`config.mk`:
```
export PLATFORM = sky130hd
export DESIGN_NAME = useq_front
export DESIGN_NICKNAME = d
export VERILOG_FILES = /design/src/rtl/useq_front.sv
export SDC_FILE = /design/constraint.sdc
export NUM_CORES = 1
export LEC_CHECK = 0
export CORE_MARGIN = 2
export CORE_UTILIZATION = 38
export DETAILED_ROUTE_END_ITERATION = 12
export PLACE_DENSITY = 0.73
export SLEW_MARGIN = 40
export SYNTH_ARGS = -nofsm -noshare
export SYNTH_HDL_FRONTEND = slang
export SYNTH_SLANG_ARGS = --single-unit
```
`constraint.sdc`:
```
create_clock -name clk -period 1.05 [get_ports clk]
set_input_delay 0.21 -clock clk [delete_from_list [all_inputs] [get_ports clk]]
set_output_delay 0.21 -clock clk [all_outputs]
set_load 0.02 [all_outputs]
```
`src/rtl/useq_front.sv`:
```
`timescale 1ns/1ps
module useq_front #(
  parameter int OPW = 8,
  parameter int STW = 3,
  parameter int LENB = 2,
  parameter logic [OPW-1:0] BRK_OP = '0
) (
  input  logic             clk,
  input  logic             rst_n,
  input  logic [OPW-1:0]   mem_data,
  output logic             op_fetch,
  output logic             dec_valid,
  output logic             dec_opcode,
  output logic [OPW-1:0]   dec_ir,
  output logic [8:0]       dec_word
);
  localparam int CWW = 9;
  localparam int FBIT = CWW - 1;

  logic           valid_q, is_op;
  logic [OPW-1:0] ir;
  logic [STW-1:0] step;
  logic [CWW-1:0] mir;

  // test microprogram: execute op now, operand setup for the next step
  function automatic logic [CWW-1:0] urom(input logic [OPW-1:0] op, input logic [STW-1:0] st);
    logic [2:0] s3;
    s3 = 3'(st);
    urom = {st == (STW'(op[LENB-1:0]) + STW'(1)), op[2:0] ^ s3, op[4:3], s3[1:0], op[5] ^ s3[0]};
  endfunction

  assign op_fetch   = valid_q & ~is_op & mir[FBIT];
  assign dec_valid  = valid_q;
  assign dec_opcode = is_op;
  assign dec_ir     = ir;
  assign dec_word   = mir;

  always_ff @(posedge clk or negedge rst_n) begin
    if (!rst_n) begin
      valid_q <= 1'b0;
      is_op   <= 1'b0;
      ir      <= BRK_OP;
      step    <= '0;
      mir     <= '0;
    end else if (!valid_q) begin
      valid_q <= 1'b1;
      is_op   <= 1'b1;
      ir      <= BRK_OP;
      step    <= STW'(1);
      mir     <= '0;
    end else if (op_fetch) begin
      is_op   <= 1'b1;
      ir      <= mem_data;
      step    <= STW'(1);
      mir     <= '0;
    end else begin
      is_op   <= 1'b0;
      mir     <= urom(ir, step);
      step    <= step + STW'(1);
    end
  end

  assert_reset_quiet_R1: assert property (@(posedge clk) !rst_n |-> (!dec_valid && !op_fetch));
  assert_boot_brk_R2: assert property (@(posedge clk) disable iff (!rst_n)
    $rose(dec_valid) |-> (dec_opcode && dec_ir == BRK_OP));
  assert_fetch_then_opcode_R4: assert property (@(posedge clk) disable iff (!rst_n)
    op_fetch |=> (dec_opcode && dec_word == '0));
  assert_opcode_then_micro_R5: assert property (@(posedge clk) disable iff (!rst_n)
    (dec_valid && dec_opcode) |=> !dec_opcode);
  assert_no_gap_R7: assert property (@(posedge clk) disable iff (!rst_n)
    dec_valid |=> dec_valid);
  assert_ir_hold_R8: assert property (@(posedge clk) disable iff (!rst_n)
    (dec_valid && !op_fetch) |=> $stable(dec_ir));
endmodule

```
==> results.toml <==
[status]
status = "finished, violations left"
violations = "setup timing"

[setup_path]
cp.buffers_inverters = 1
required_ns = 0.84
cp_slowest_stage_delay_ns = 0.42
crit_path_max_fanout = 2
path_cells = "nand2b_4, nor2_4, buf_6"
worst_setup_path_start_kind = "flip-flop"
cp.arrival_ns = 1.08
cpLargestDelayFamily = "flip-flops"
worst_setup_path_end_kind = "output pin"
critPathKind = "flip-flop to output pin"
cp_slowest_cell = "dfrtp_2"

[power_and_ir_drop]
p_leak_nw = 0.6981
p_per_area_mw_per_mm2 = 1579
finalPower_mw = 2.182
peakVddDrop_mv = 0.9615

[synth]
ys_ff_latch = 22
yosysSeqAreaShare_pct = 66.67
ys.flop_type = "dfrtp_1"
synth_top_area_share_pct = 66.67
synthArstFlopShare_pct = 100.0
yosysMostFrequentCell = "dfrtp_1"
synth-edff-count = 0
synthTopCellsByArea = "dfrtp_1 (67%), a22o_1 (6.4%), xnor2_1 (5.3%), and3_1 (3.8%), ha_1 (3.0%)"
avgSynthCellArea_um2 = 14.24
synth_area_um2 = 825.8
ys_warn_count = 0
yosys.area.top_type = "dfrtp_1"
ys_top_cells_by_count = "dfrtp_1 (22), a22o_1 (6), and3_1 (5), nor2_1 (5), xnor2_1 (5)"
syn_inst = 58
synth_cell_types = 16
synth_nets = 70

[die]
die_y_um = 50.62
die_w_um = 50.62
die-area_mm2 = 0.002562
start_util_pct = 41.25
rows = 16
ios = 30
core_area_mm2 = 0.002002

[clock_tree]
h-tree-depth = 1
cts.clk_slew.worst_paths_ns = 0.11
clock_latency_ns = 0.29
cts-root-buf = "clkbuf_4"
cts_tree = "built"
clk_path_buf_depth = 2
cts.sinks = 22
ctsHoldBuffers = 0
cts_made_buffers = 3

[routing]
drc_errors = 0
routed_wl_um = 1673
drt_iter0_markers = 2
drtAntennaViolNets = 0
vias_per_cell = 4.545
dr_total_vias = 609
avgRoutedWirePerCell_um = 12.49
firstDrtPassIters = 2

[global_routing]
grt_pass1_wl_um = 2849
grt_max_degree = 23
met2_usage_pct = 24.12
overflow = 0
grt_antenna_before_repair = 0
grt_pass1_vias = 626
busiest_layer = "met2"
use_met1_pct = 19.96
met3_usage_pct = 2.381
grtUsageTotal_pct = 15.01

[layout]
area_growth_pct = 67.27
num_antenna_cells = 0
layout.cells.non_filler = 134
fin_nets = 120
drive_gt1_share_pct = 50.47
fin_area_mm2 = 0.001381

[placement]
placed_cells = 125
dp_hpwl_um = 1269
place.gp.congestion = 0.7159
pre_cts_slack_ns = -0.3846
placed_area_mm2 = 0.001270
io_buffers = 29

[timing]
layout_setup_ws_ns = -0.2403
fin_skew_ns = 0.005918
fmax_mhz = 775.0
min_period_ns = 1.290
whs_ns = 0.2503
finalSetupViolations = 24
rsz0062_at_grt = "yes"
finalMaxSlewViolations = 0
hold_violations = 0
period_share_pct = 122.9

[min_path]
hold_path.class = "primary input to asynchronous set/reset pin"

[run]
drv_cap = 0
[registers in the layout, summed over array words and instances (netlist names)]
| signal | flops |
|---|---|
| dec_word | 9 |
| dec_ir | 8 |
| step | 3 |
| dec_opcode | 1 |
| dec_valid | 1 |
[where the power goes]
part           internal [mW]  switching (mW)  total, mW  leakage (nW)
sequential             0.960          0.0962       1.06         0.282
clock                  0.148           0.230      0.377        0.0150
combinational          0.421           0.327      0.749         0.401
[area by class of cell]
class	instances	area (µm²)
Sequential cell	22	558.0
Fill cell	141	620.6
Timing Repair Buffer	46	466.7
Inverter	3	16.27
Multi-Input combinational cell	32	280.3
Clock buffer	4	26.28
Tap cell	27	33.78
[stage by stage]
stage          setup TNS [ns]  util, %
6_report               -3.057    69.00
4_1_cts                -3.504    64.56
3_3_place_gp           -3.853    63.44
5_1_grt                -4.418    69.00
2_1_floorplan          -1.272        -
3_5_place_dp           -4.251    63.44
[cell families after synthesis]
family	Yosys count	share of synthesized area [%]
adder cells (fa/ha/maj)	2	3.030
AO/OA/AOI/OAI	8	8.181
other	1	0.4541
flip-flops	22	66.67
AND/OR/NAND/NOR	14	11.21
XOR/XNOR	7	7.424
buffers and inverters	4	3.031
[worst paths after layout]
check                      slack [ns]  cells past startpoint               endpoint                  start
setup reg to reg                -0.23                      5  dec_word[8]$_DFF_PN0_  dec_word[8]$_DFF_PN0_
min in group clk                 0.49                      2  dec_ir[3]$_DFFE_PN0P_            mem_data[3]
max in group asynchronous        0.65                      2      step[1]$_DFF_PN0_                  rst_n
hold reg to reg                  0.55                      1  dec_ir[6]$_DFFE_PN0P_  dec_ir[6]$_DFFE_PN0P_
hold / removal                   0.25                      2  dec_word[5]$_DFF_PN0_                  rst_n
setup / recovery                -0.24                      3               op_fetch   dec_opcode$_DFF_PN0_
[worst register-to-register path: stages, from the launching register on]
cell      delay, ns
dfrtp_2        0.45
nand2b_4       0.09
buf_4          0.14
and2_4         0.21
inv_6          0.06
nor4_4         0.25
[layer usage]
metal	vias up	share of wire, %
li1	290	-
met1	295	46
met2	22	48
met3	2	5.5
met4	0	0.78
met5	-	0
[repair_timing]
item | CTS | global route
endpoints found under the setup margin | 35 | 39
gates resized for setup | 103 | 23
cloned | 0 | 0
setup buffers | 3 | 2
pin swaps | 0 | 2
[cell usage in the layout (no fill, tap or decap), types with 2 or more instances in the layout]
cell | synthesis | final
buf_6 | 1 | 23
and3_4 | 0 | 2
dfrtp_2 | 0 | 6
a22o_1 | 6 | 6
and3_1 | 5 | 3
a21o_1 | 2 | 2
ha_1 | 2 | 2
dfrtp_1 | 22 | 16
inv_1 | 2 | 2
clkdlybuf4s50_1 | 0 | 9
nor2_1 | 5 | 5
xnor2_1 | 5 | 5
clkbuf_4 | 0 | 3
buf_4 | 0 | 13
(Power assumes the default switching activity.)
